--- src/rtl/trig_gate_pkg.sv ---
package trig_gate_pkg;

  typedef enum logic [1:0] {
    PRV_USER  = 2'd0,
    PRV_SUPER = 2'd1,
    PRV_RSVD  = 2'd2,
    PRV_MACH  = 2'd3
  } privT;

  // Update strobes from control to the register datapath (at most one set)
  typedef struct packed {
    logic saveOnTrap;
    logic restoreOnRet;
    logic loadFromCsr;
  } tctlStrobeT;

  localparam int MTE_POS  = 3;
  localparam int MPTE_POS = 7;

endpackage

--- src/rtl/trig_gate_ctrl.sv ---
module trig_gate_ctrl
  import trig_gate_pkg::*;
#(
  parameter bit HAS_SMODE = 1'b0,
  parameter int ACT_W     = 4
) (
  input  logic             clk,
  input  logic             rstN,
  input  privT             privMode,
  input  logic             virtMode,
  input  logic [ACT_W-1:0] actionCode,
  input  logic             mstatusMie,
  input  logic             sstatusSie,
  input  logic             vsstatusSie,
  input  logic             medelegBp,
  input  logic             hedelegBp,
  input  logic             trapEntry,
  input  logic             mretEvent,
  input  logic             csrWrEn,
  input  logic             mteBit,
  output tctlStrobeT       strobes,
  output logic             actionAllowed,
  output logic             modeEnabled
);

  logic bpAction;
  logic inMach;
  logic inSuper;
  logic gateOk;

  assign bpAction = (actionCode == '0);
  assign inMach   = (privMode == PRV_MACH);
  assign inSuper  = (privMode == PRV_SUPER);

  // Event priority: trap entry, then mret, then software write
  always_comb begin
    strobes = '0;
    if (trapEntry)      strobes.saveOnTrap   = 1'b1;
    else if (mretEvent) strobes.restoreOnRet = 1'b1;
    else if (csrWrEn)   strobes.loadFromCsr  = 1'b1;
  end

  generate
    if (HAS_SMODE) begin : gSupGate
      logic unusedGate;
      assign unusedGate = mteBit;
      assign gateOk =
        (!inMach  || mstatusMie) &&
        (!inSuper || virtMode  || !medelegBp || sstatusSie) &&
        (!inSuper || !virtMode || !medelegBp || !hedelegBp || vsstatusSie);


      mach_mie_block_chk: assert property (@(posedge clk) disable iff (!rstN)
        (inMach && bpAction && !mstatusMie) |-> !actionAllowed);

      vs_block_chk: assert property (@(posedge clk) disable iff (!rstN)
        (inSuper && virtMode && bpAction && medelegBp && hedelegBp && !vsstatusSie)
          |-> !actionAllowed);
    end else begin : gTctlGate
      logic unusedGate;
      assign unusedGate = ^{mstatusMie, sstatusSie, vsstatusSie, medelegBp,
                            hedelegBp, virtMode};
      assign gateOk = !inMach || mteBit;


      mach_needs_mte_chk: assert property (@(posedge clk) disable iff (!rstN)
        (inMach && bpAction && actionAllowed) |-> mteBit);
    end
  endgenerate

  assign actionAllowed = !bpAction || gateOk;
  assign modeEnabled   = !inMach || !bpAction || mteBit;


  nonzero_action_pass_chk: assert property (@(posedge clk) disable iff (!rstN)
    !bpAction |-> (actionAllowed && modeEnabled));


  below_mach_enabled_chk: assert property (@(posedge clk) disable iff (!rstN)
    !inMach |-> modeEnabled);

endmodule

--- src/rtl/trig_gate_dp.sv ---
module trig_gate_dp
  import trig_gate_pkg::*;
#(
  parameter bit HAS_SMODE = 1'b0,
  parameter int XLEN      = 32
) (
  input  logic            clk,
  input  logic            rstN,
  input  tctlStrobeT      strobes,
  input  logic [XLEN-1:0] csrWrData,
  output logic [XLEN-1:0] csrRdData,
  output logic            mteBit
);

  generate
    if (!HAS_SMODE) begin : gTctlReg
      logic mteQ;
      logic mpteQ;
      logic unusedWr;
      assign unusedWr = ^csrWrData;

      always_ff @(posedge clk) begin
        if (!rstN) begin
          mteQ  <= 1'b0;
          mpteQ <= 1'b0;
        end else if (strobes.saveOnTrap) begin
          mpteQ <= mteQ;
          mteQ  <= 1'b0;
        end else if (strobes.restoreOnRet) begin
          mteQ  <= mpteQ;
        end else if (strobes.loadFromCsr) begin
          mteQ  <= csrWrData[MTE_POS];
          mpteQ <= csrWrData[MPTE_POS];
        end
      end

      always_comb begin
        csrRdData           = '0;
        csrRdData[MTE_POS]  = mteQ;
        csrRdData[MPTE_POS] = mpteQ;
      end
      assign mteBit = mteQ;


      trap_save_chk: assert property (@(posedge clk) disable iff (!rstN)
        strobes.saveOnTrap |=> (!mteQ && (mpteQ == $past(mteQ))));

      mret_restore_chk: assert property (@(posedge clk) disable iff (!rstN)
        strobes.restoreOnRet |=> ((mteQ == $past(mpteQ)) && (mpteQ == $past(mpteQ))));

      csr_load_chk: assert property (@(posedge clk) disable iff (!rstN)
        strobes.loadFromCsr |=> ((mteQ == $past(csrWrData[MTE_POS])) &&
                                 (mpteQ == $past(csrWrData[MPTE_POS]))));

      idle_hold_chk: assert property (@(posedge clk) disable iff (!rstN)
        (strobes == '0) |=> $stable({mteQ, mpteQ}));
    end else begin : gNoReg
      logic unusedWr;
      assign unusedWr  = ^{strobes, csrWrData, clk, rstN};
      assign csrRdData = '0;
      assign mteBit    = 1'b0;
    end
  endgenerate

endmodule

--- src/rtl/trig_priv_gate.sv ---
module trig_priv_gate
  import trig_gate_pkg::*;
#(
  parameter bit HAS_SMODE = 1'b0,
  parameter int ACT_W     = 4,
  parameter int XLEN      = 32
) (
  input  logic             clk,
  input  logic             rstN,
  input  logic [1:0]       privMode,
  input  logic             virtMode,
  input  logic [ACT_W-1:0] actionCode,
  input  logic             mstatusMie,
  input  logic             sstatusSie,
  input  logic             vsstatusSie,
  input  logic             medelegBp,
  input  logic             hedelegBp,
  input  logic             trapEntry,
  input  logic             mretEvent,
  input  logic             csrWrEn,
  input  logic [XLEN-1:0]  csrWrData,
  output logic [XLEN-1:0]  csrRdData,
  output logic             actionAllowed,
  output logic             modeEnabled
);

  tctlStrobeT strobeBus;
  logic       mteBit;

  trig_gate_ctrl #(.HAS_SMODE(HAS_SMODE), .ACT_W(ACT_W)) ctrlU (
    .clk(clk), .rstN(rstN), .privMode(privT'(privMode)), .virtMode(virtMode),
    .actionCode(actionCode), .mstatusMie(mstatusMie), .sstatusSie(sstatusSie),
    .vsstatusSie(vsstatusSie), .medelegBp(medelegBp), .hedelegBp(hedelegBp),
    .trapEntry(trapEntry), .mretEvent(mretEvent), .csrWrEn(csrWrEn),
    .mteBit(mteBit), .strobes(strobeBus), .actionAllowed(actionAllowed),
    .modeEnabled(modeEnabled)
  );

  trig_gate_dp #(.HAS_SMODE(HAS_SMODE), .XLEN(XLEN)) dpU (
    .clk(clk), .rstN(rstN), .strobes(strobeBus), .csrWrData(csrWrData),
    .csrRdData(csrRdData), .mteBit(mteBit)
  );

endmodule

--- config.mk ---
export PLATFORM = sky130hd
export DESIGN_NAME = trig_priv_gate
export DESIGN_NICKNAME = d
export VERILOG_FILES = /design/src/rtl/trig_gate_pkg.sv /design/src/rtl/trig_gate_ctrl.sv /design/src/rtl/trig_gate_dp.sv /design/src/rtl/trig_priv_gate.sv
export SDC_FILE = /design/constraint.sdc
export NUM_CORES = 1
export LEC_CHECK = 0
export BUFFER_PORTS_ARGS = -buffer_cell sky130_fd_sc_hd__buf_4
export CORE_MARGIN = 2
export CORE_UTILIZATION = 23
export CTS_CLUSTER_SIZE = 20
export DETAILED_ROUTE_END_ITERATION = 12
export PLACE_DENSITY = 0.8
export SKIP_LAST_GASP = 1
export SLEW_MARGIN = 20
export SYNTH_ARGS = -nofsm -noshare
export SYNTH_HDL_FRONTEND = slang
export SYNTH_SLANG_ARGS = --single-unit
--- constraint.sdc ---
create_clock -name clk -period 0.8 [get_ports clk]
set_input_delay 0.04 -clock clk [delete_from_list [all_inputs] [get_ports clk]]
set_output_delay 0.04 -clock clk [all_outputs]
set_load 0.01 [all_outputs]
-- After elaboration in Yosys (flattened, before gate mapping)
Index checks and enable logic that the tools add are counted.
- add/subtract/negate cells: 0
- $mul: 0
- div/mod/pow operators: 0
- magnitude comparators: 0
- equality and inequality tests: 2
- shift operators: 0
- muxes and demuxes: 10
- bitwise operators: 1
- reduce and logical (&&, ||, !) cells: 11
- operator list (cell ; number):
    1-bit 2-to-1 mux ; 9
    4-bit zero test ; 1
    1-bit logical OR ; 4
    2-bit nonzero test ; 2
    2-bit == test, second input constant ; 1
    1-bit zero test ; 2
    2-bit 2-to-1 mux ; 1
    2-bit by 1-bit inequality test with 1-bit output, second input constant ; 1
    2-bit AND reduction ; 1
    2-bit OR reduction ; 1
    1-bit inverter ; 1
- flip-flop bits (word level): 2
- bits in latches: 0
- RAM bits: 0
- bits in read-only memories: 0
- bits of input ports: 49
- output and inout port bits: 34
- word-level logic and storage cells: 26
- memories: 0

-- Longest topological paths before layout
Gate-level depths: netlist (run 1).
- word-level depth: 6
- depth in mapped cells: 3
- depth with buffers taken out: 3

-- Hierarchy
Synthesis (run 1) repeated with hierarchy kept, for this count alone.
- cell total of the unflattened synthesis: 50
- area total of the unflattened synthesis: 400.4 µm²
- by module, submodules not included (module ; instances ; cells an instance ; area each (µm²) ; seq. area each (µm²)):
    trig_gate_dp ; 1 ; 44 ; 349.1 ; 40.0
    trig_gate_ctrl ; 1 ; 6 ; 51.3 ; 0.0

-- Worst setup path before layout (run 1)
Ideal clock, no wire load.
- kind: flip-flop to flip-flop
- from: reg dpU.gTctlReg.mpteQ
- to: reg dpU.gTctlReg.mteQ, in the netlist dpU.mteBit
- library setup time: 0.120 ns
- data arrival time: 0.500 ns
- data required time: 0.680 ns
- setup slack: 0.180 ns
- stages on the path, launching flop included: 3
- path buffers: 0
- period minus slack after synthesis: 0.620 ns
- cells stage by stage: dfxtp_1 -> o211ai_1 -> a21oi_1
- longest elaborated chain between the ends: 1
- ends and longest elaborated chain (element ; RTL line ; source):
    from (decl) ; trig_gate_dp.sv:18 ; logic mpteQ;
    from (signal assigned) ; trig_gate_dp.sv:27 ; mpteQ <= mteQ;
    from (signal assigned) ; trig_gate_dp.sv:33 ; mpteQ <= csrWrData[MPTE_POS];
    1-bit 2-to-1 mux ; trig_gate_dp.sv:29 ; end else if (strobes.restoreOnRet) begin
    to (signal assigned) ; trig_gate_dp.sv:30 ; mteQ <= mpteQ;
    to (signal assigned) ; trig_gate_dp.sv:32 ; mteQ <= csrWrData[MTE_POS];
    to (decl) ; trig_gate_dp.sv:17 ; logic mteQ;
Every way passes these cells.
A chain may end at the register's enable or synchronous reset.

-- Worst setup path in the final report (run 1)
- from: reg dpU.gTctlReg.mteQ, in the netlist dpU.mteBit
- to: out actionAllowed
- longest elaborated chain between the ends: 2
- ends and longest elaborated chain (element ; RTL line ; source):
    1-bit logical OR ; trig_gate_ctrl.sv:63 ; assign gateOk = !inMach || mteBit;
    1-bit logical OR ; trig_gate_ctrl.sv:71 ; assign actionAllowed = !bpAction || gateOk;
    to (decl) ; trig_priv_gate.sv:23 ; output logic actionAllowed,
Every way passes these cells.

==> impl_metrics.tcl, run 1 <==
set metrics [dict create \
    status "finished, violations left" \
    violations "setup timing" \
    fin_skew_ps 1.57 \
    drt_first_pass_iters 2 \
    cts_root_buf "clkbuf_4" \
    grt_pass1_vias 199 \
    gr-usage-all-layers_pct 5.80 \
    rows 14 \
    yosysWarnings 0 \
    finalNonFillerCells 81 \
    syn_to_final_growth_pct 10.2 \
    yosysTopAreaCellShare_pct 61.3 \
    setup_slack_ps -105 \
    synth_area_leaders "buf_4 61%, dfxtp_1 10%, nor2b_4 7.0%" \
    finalSetupTns_ps -256 \
    yosysSeqAreaShare_pct 10.2 \
    drv_slew 0 \
    clk_latency_ps 220 \
    crit_start "dpU.mteBit$_SDFFE_PP0P_" \
    htreeDepth 1 \
    syn_area_sq_um 392 \
    whs_endpoint "dpU.gTctlReg.mpteQ$_SDFFE_PN0P_" \
    drive_above_1_share_pct 36.9 \
    diodes 0 \
    avgSynthCellArea_sq_um 8.16 \
    io_pins 83 \
    cts.sinks 2 \
    cp_num_buf_inv 1 \
    cp_top_family "flip-flops" \
    hold_class "input pin to flop" \
    ant_nets 0 \
    final.period_utilization_pct 113 \
    hold_slack_ps 85.3 \
    mostFrequentLayoutCell "conb_1" \
    routed_wl_microns 607 \
    drt_iter0_drc 2 \
    hold_viol_final 0 \
    port_buffers 16 \
    nets 116 \
    peakVddDrop_mv 0.531 \
    grt_max_degree 4 \
    period_needed_ps 905 \
    yosysUniqueCellTypes 11 \
    final_cell_mix "30 x conb_1, 17 x buf_4, 3 x clkbuf_4" \
    wl_per_cell_microns 7.49 \
    multi_input_area_sq_um 213 \
    cap_violations 0 \
    worstPathArrival_ps 870 \
    grt_pass1_wl_microns 731 \
    worst_setup_path_start_kind "flop" \
    dieArea_sq_um 2050 \
    whs_path_depth 3 \
    ys_seq_elements 2 \
    setup_violations 3 \
    cp.depth 2 \
    rsz0062_at_grt "yes" \
    fmax_ghz 1.10 \
    grt_overflow 0 \
    synthCells 48 \
    hp-start "rstN" \
    crit_chain "nand4b_1 > buf_4" \
    viasPerCell 3.43 \
    worst_r2r_startpoint "dpU.mteBit$_SDFFE_PP0P_" \
    die_h_microns 45.3 \
    antenna_found_initial 0 \
    timing.rr.end "dpU.mteBit$_SDFFE_PP0P_" \
    synth_area_leader_cell "buf_4" \
    place_inst 77 \
    cellLeakagePower_nw 0.249 \
    cts_tree "yes" \
    postCtsHoldBufs 0 \
    cts_buffers 3 \
    r2r_cells 3 \
    crit_type "flop to output pin" \
    path_clk_slew_ps 30 \
    clock_path_buffers 2 \
    reg2reg_slack_ps 20 \
    critPathMaxFanout 3 \
    end_kind "output pin" \
    vias 278 \
    design.core.area_sq_um 1560 \
    cpPeakStageDelay_ps 310 \
    num-fill-cells 180 \
    worst_ep_required_time_ps 760 \
    ff_latch_area_sq_um 41.3 \
    p_total_mw 0.497 \
    initial_core_util_pct 25.1 \
    fp.dieW_microns 45.3 \
    routabilityCongestion 0.659 \
    drc 0 \
    cp_slowest_cell "dfxtp_2" \
    powerDensity_nw_per_um2 1150 \
]
## worst register-to-register path: cells and delay by family, from the launching register on
family          cells  cell delay (ps)
buf+inv             1              140
flops               1              310
compound gates      1               80
mux                 1              130
## power by group
group          switching (mW)  total (mW)  leakage (nW)  internal, mW
sequential            0.00385       0.110        0.0169         0.106
clock                  0.0579       0.223        0.0138         0.165
combinational          0.0983       0.164         0.218        0.0657
total                   0.160       0.497         0.249         0.337
## cells in the mapped netlist (all sizes together)
cell	number
inv	2
nand4b	2
dfxtp	2
nor4	1
a21oi	2
mux2i	2
buf	32
conb	1
o21ai	1
o211ai	1
nor2b	2
## per-stage QoR
stage,worst slack [ps],instance area [sq um],utilization (%)
after floorplan,180,500,-
after CTS,-126,432,27.7
after global placement,30.3,400,25.7
after detailed placement,-2.08,400,25.7
final,-105,432,27.7
after global routing,-138,432,27.7
## registers in the layout, indices dropped and copies added, names as in the netlist
register and count:
dpU.mteBit 1, dpU.gTctlReg.mpteQ 1
## kinds of logic (layout without fill, tap and decap cells)
| logic type | Yosys count | in the layout | share of synthesized area, % |
|---|---|---|---|
| buf+inv | 34 | 22 | 63.3 |
| simple gates | 5 | 5 | 14.7 |
| compound gates | 4 | 4 | 5.75 |
| mux | 2 | 2 | 5.11 |
| flops | 2 | 2 | 10.2 |
| other cells | 1 | 30 | 0.958 |
## repair_timing
action	CTS	global route
resized for setup	1	1
buffers inserted	1	0
cloned	0	0
setup endpoints to repair	3	5
endpoints found under the hold margin	0	0
pin swaps	0	1
## per-layer routing
metal  vias to the layer above  global-route usage [%]  share of wire [%]
li1                        127                       -                  -
met1                       123                    3.58                 31
met2                        28                    10.0                 55
met3                         0                    3.60                 14
met4                         0                    7.06                  0
met5                         -                       0                  0
## final cells by class
class,instances,area share (%)
clock buffer,3,5.22
inverter,2,1.74
multi-input combinational,41,49.3
sequential,2,9.57
tap,16,4.64
timing repair buffer,17,29.6
## how the worst max path moves through the flow
stage and endpoint:
2_1_floorplan dpU.mteBit$_SDFFE_PP0P_, 3_3_place_gp actionAllowed, 3_5_place_dp actionAllowed, 4_1_cts actionAllowed
5_1_grt actionAllowed, 6_report actionAllowed
Power figures use the tool's default switching activity.
==> inputs of run 2 (changes only) <==
--- a/config.mk
+++ b/config.mk
@@ -6,6 +6,7 @@
 export NUM_CORES = 1
 export LEC_CHECK = 0
 export BUFFER_PORTS_ARGS = -buffer_cell sky130_fd_sc_hd__buf_4
+export CAP_MARGIN = 10
 export CORE_MARGIN = 2
 export CORE_UTILIZATION = 23
 export CTS_CLUSTER_SIZE = 20
==> constraint.sdc (replaced) <==
create_clock -name clk -period 1 [get_ports clk]
set_input_delay 0.05 -clock clk [delete_from_list [all_inputs] [get_ports clk]]
set_output_delay 0.05 -clock clk [all_outputs]
set_load 0.01 [all_outputs]
==> run 2 against run 1 <==
The flow now finishes without violations. Die area is the same. Sequential power decreased by 19%. Register-to-register slack better by 290 ps. Sequential cell count did not move. Combinational power down 23%. Clock power shrank 20%. Worst hold slack gained 7.4 ps. Clock skew barely moved. Largest cell class unchanged.
==> impl_metrics.tcl, run 2 (synthesized netlist as in run 1, its figures left out) <==
set metrics [dict create \
    clock_path_buffers 2 \
    initial_core_util_pct 25.1 \
    ant_nets 0 \
    final_cell_mix "30 x conb_1, 16 x buf_4, 3 x clkbuf_4" \
    worst_r2r_startpoint "dpU.mteBit$_SDFFE_PP0P_" \
    fmax_ghz 1.05 \
    cap_violations 0 \
    final_cell_area_sq_um 423 \
    setup_violations 0 \
    grt_overflow 0 \
    gr-usage-all-layers_pct 5.64 \
    cellLeakagePower_nw 0.243 \
    die_h_microns 45.3 \
    peakVddDrop_mv 0.438 \
    fin_skew_ps 1.57 \
    powerDensity_nw_per_um2 932 \
    grt_max_degree 6 \
    vias 270 \
    io_pins 83 \
    status "finished, final reports clean" \
    p_sw_share_pct 32.2 \
    syn_to_final_growth_pct 7.99 \
    diodes 0 \
    whs_path_depth 3 \
    worstPathArrival_ps 900 \
    clk_latency_ps 230 \
    rows 14 \
    cts_root_buf "clkbuf_4" \
    post_cts_buffers 0 \
    grt_pass1_wl_microns 710 \
    wl_per_cell_microns 7.34 \
    critPathMaxFanout 5 \
    drc 0 \
    dieArea_sq_um 2050 \
    cts_tree "yes" \
    switchingPower_mw 0.127 \
    num-fill-cells 180 \
    drt_iter0_drc 2 \
    mostFrequentLayoutCell "conb_1" \
    comb_power_share_pct 32.2 \
    routabilityCongestion 0.659 \
    crit_start "dpU.mteBit$_SDFFE_PP0P_" \
    cts-resized-gates 0 \
    final.period_utilization_pct 95.4 \
    routed_wl_microns 587 \
    clkPwrFrac_pct 45.3 \
    finalSetupTns_ps 0 \
    period_needed_ps 954 \
    hp-start "rstN" \
    postCtsHoldBufs 0 \
    drv_slew 0 \
    end_kind "output pin" \
    rsz0062_at_grt "no" \
    grt_pass1_vias 198 \
    hold_class "input pin to flop" \
    hold_viol_final 0 \
    port_buffers 16 \
    cts.sinks 2 \
    fp.dieW_microns 45.3 \
    internal_power_mw 0.267 \
    drive_above_1_share_pct 34.4 \
    htreeDepth 1 \
    cts_buffers 3 \
    placed_area_sq_um 400 \
    drt_first_pass_iters 2 \
    viasPerCell 3.38 \
    antenna_found_initial 0 \
    design.core.area_sq_um 1560 \
    power_frac_seq_pct 22.5 \
    worst_ep_required_time_ps 950 \
    r2r_cells 2 \
    crit_type "flop to output pin" \
    worst_setup_path_start_kind "flop" \
    path_clk_slew_ps 30 \
    nets 115 \
]
==> run 2: area by class of cell <==
class | count | area [sq um] | area share (%)
repair buffers | 16 | 120 | 28.4
multi-input cells | 41 | 213 | 50.3
well taps | 16 | 20.0 | 4.73
clock buffers | 3 | 22.5 | 5.33
inverters | 2 | 7.51 | 1.78
flip-flops and latches | 2 | 40.0 | 9.47
==> run 2: critical path, stage by stage (launching register included) <==
cell and delay, ps:
dfxtp_1 330, nand4b_1 190, buf_4 160
==> run 2: stage by stage <==
stage	setup WS, ps	std cells	util [%]	total power [mW]	hold WS, ps
final	45.6	80	27.1	0.394	92.8
after global routing	4.86	80	27.1	0.434	86.2
after CTS	23.9	80	27.1	0.405	85.1
after detailed placement	178	77	25.7	0.215	324
after global placement	210	77	25.7	0.213	321
after floorplan	380	77	-	0.255	188
==> run 2: routing by layer <==
metal	GRT usage [%]	part of all wire, %	up-vias
met3	3.60	15	0
li1	-	-	124
met4	7.06	0	0
met5	0	0	-
met1	3.10	30	118
met2	10.0	56	28
==> run 2: final timing paths <==
check | to | slack (ps)
hold reg to reg | dpU.mteBit$_SDFFE_PP0P_ | 580
setup / recovery | actionAllowed | 50
setup reg to reg | dpU.mteBit$_SDFFE_PP0P_ | 310
hold / removal | dpU.gTctlReg.mpteQ$_SDFFE_PN0P_ | 90
==> run 2: power groups by stage <==
stage	clock network (mW)	logic (mW)	registers, mW
6_report	0.179	0.127	0.0886
5_1_grt	0.204	0.141	0.0893
4_1_cts	0.191	0.126	0.0886
3_5_place_dp	0	0.126	0.0896
3_3_place_gp	0	0.124	0.0892
2_1_floorplan	0	0.166	0.0882
==> inputs of run 3 (changes only) <==
--- a/config.mk
+++ b/config.mk
@@ -5,7 +5,7 @@
 export SDC_FILE = /design/constraint.sdc
 export NUM_CORES = 1
 export LEC_CHECK = 0
-export BUFFER_PORTS_ARGS = -buffer_cell sky130_fd_sc_hd__buf_4
+export BUFFER_PORTS_ARGS = -buffer_cell sky130_fd_sc_hd__clkbuf_2
 export CAP_MARGIN = 10
 export CORE_MARGIN = 2
 export CORE_UTILIZATION = 23
==> run 3 against run 2 <==
Worst setup slack better by 28 ps. Final cell count unchanged. Non-clock buffer count unchanged. Combinational power down 12%. Routed wire length up 2.6%. Power down 3.7%. Sequential power about the same. Critical path depth unchanged. First-iteration DRC count up 50%. Clock power about the same. Clock-buffer cell count unchanged. Sequential share of layout area up 0.99 points.
==> impl_metrics.tcl, run 3 (synthesized netlist as in run 1, its figures left out) <==
set metrics [dict create \
    rsz0062_at_grt "no" \
    initial_core_util_pct 25.1 \
    fmax_ghz 1.08 \
    postCtsHoldBufs 0 \
    dieArea_sq_um 2050 \
    design.core.area_sq_um 1560 \
    die_h_microns 45.3 \
    worstPathArrival_ps 880 \
    cts-resized-gates 0 \
    hold_class "input pin to flop" \
    antenna_found_initial 0 \
    maxUsedRoutingLayer "met3" \
    drv_slew 0 \
    cts_tree "yes" \
    mostFrequentLayoutCell "conb_1" \
    clk_latency_ps 220 \
    wl_met1_microns 150 \
    io_pins 83 \
    gr-usage-all-layers_pct 5.88 \
    dr_wl_met2_microns 345 \
    num-fill-cells 183 \
    setup_violations 0 \
    port_buffers 16 \
    cts.sinks 2 \
    rows 14 \
    routabilityCongestion 0.704 \
    ant_nets 0 \
    dp_hpwl_microns 545 \
    post-place-ws_ps 205 \
    critPathMaxFanout 5 \
    p_total_mw 0.380 \
    drive_above_1_share_pct 34.4 \
    viasPerCell 3.43 \
    vias 274 \
    grt_pass1_vias 221 \
    cap_violations 0 \
    crit_type "flop to output pin" \
    multi_input_area_sq_um 213 \
    grt_overflow 0 \
    cts_buffers 3 \
    routed_wl_microns 602 \
    period_needed_ps 926 \
    grt_pass1_wl_microns 759 \
    clock_path_buffers 2 \
    worst_ep_required_time_ps 950 \
    cts_root_buf "clkbuf_4" \
    ff_latch_area_sq_um 40.0 \
    finalSetupTns_ps 0 \
    end_kind "output pin" \
    powerDensity_nw_per_um2 992 \
    fin_skew_ps 0.640 \
    diodes 0 \
    final.period_utilization_pct 92.6 \
    hold_viol_final 0 \
    syn_to_final_growth_pct -2.24 \
    nets 115 \
    worst_setup_path_start_kind "flop" \
    htreeDepth 1 \
    post_cts_buffers 0 \
    drt_first_pass_iters 2 \
    dr_wl_met3_microns 106 \
    setup_slack_ps 73.8 \
    peakVddDrop_mv 0.387 \
    final_cell_mix "30 x conb_1, 16 x clkbuf_2, 3 x clkbuf_4" \
    cellLeakagePower_nw 0.233 \
    grt_max_degree 6 \
    drc 0 \
    drt_iter0_drc 3 \
    status "finished, final reports clean" \
    wl_per_cell_microns 7.53 \
    fp.dieW_microns 45.3 \
    path_clk_slew_ps 30 \
]
[run 3: changes by cell type in the layout (fill, tap and decap cells not counted), sizes merged]
cell and change:
buf -16, clkbuf +16
[run 3: worst max-delay path, stage by stage, from the launching register on]
cell      delay (ps)
dfxtp_1          330
nand4b_1         180
clkbuf_2         140
[run 3: final timing paths]
kind / start / endpoint / slack (ps) / depth (start not counted)
worst max-delay path: dpU.mteBit$_SDFFE_PP0P_ / modeEnabled / 70 / 2
worst min-delay path: rstN / dpU.gTctlReg.mpteQ$_SDFFE_PN0P_ / 70 / 3
worst min register to register: dpU.gTctlReg.mpteQ$_SDFFE_PN0P_ / dpU.mteBit$_SDFFE_PP0P_ / 580 / 2
worst max register to register: dpU.mteBit$_SDFFE_PP0P_ / dpU.mteBit$_SDFFE_PP0P_ / 320 / 2
[run 3: through the flow]
stage	cells	utilization [%]	cell area (sq um)	hold slack, ps
floorplan	77	-	500	188
global placement	77	23.1	360	300
detailed placement	77	23.1	360	300
CTS	80	24.6	383	60.8
global route	80	24.6	383	65.3
finish	80	24.6	383	67.5
[run 3: area by class of cell]
| class | count | share of cell area, % |
|---|---|---|
| Tap cell | 16 | 5.23 |
| Timing Repair Buffer | 16 | 20.9 |
| Clock buffer | 3 | 5.88 |
| Sequential cell | 2 | 10.5 |
| Multi-Input combinational cell | 41 | 55.6 |
| Inverter | 2 | 1.96 |
[run 3: power breakdown]
part           internal (mW)  leakage, nW  switching [mW]  total (mW)
Combinational         0.0348        0.202          0.0769       0.112
Sequential            0.0847       0.0164         0.00394      0.0886
Clock                  0.132       0.0138          0.0472       0.180
Total                  0.252        0.233           0.128       0.380
[run 3: layer usage]
layer | up-vias | global-route usage (%)
li1 | 125 | -
met1 | 119 | 3.34
met2 | 30 | 10.3
met3 | 0 | 4.00
met4 | 0 | 7.06
met5 | - | 0
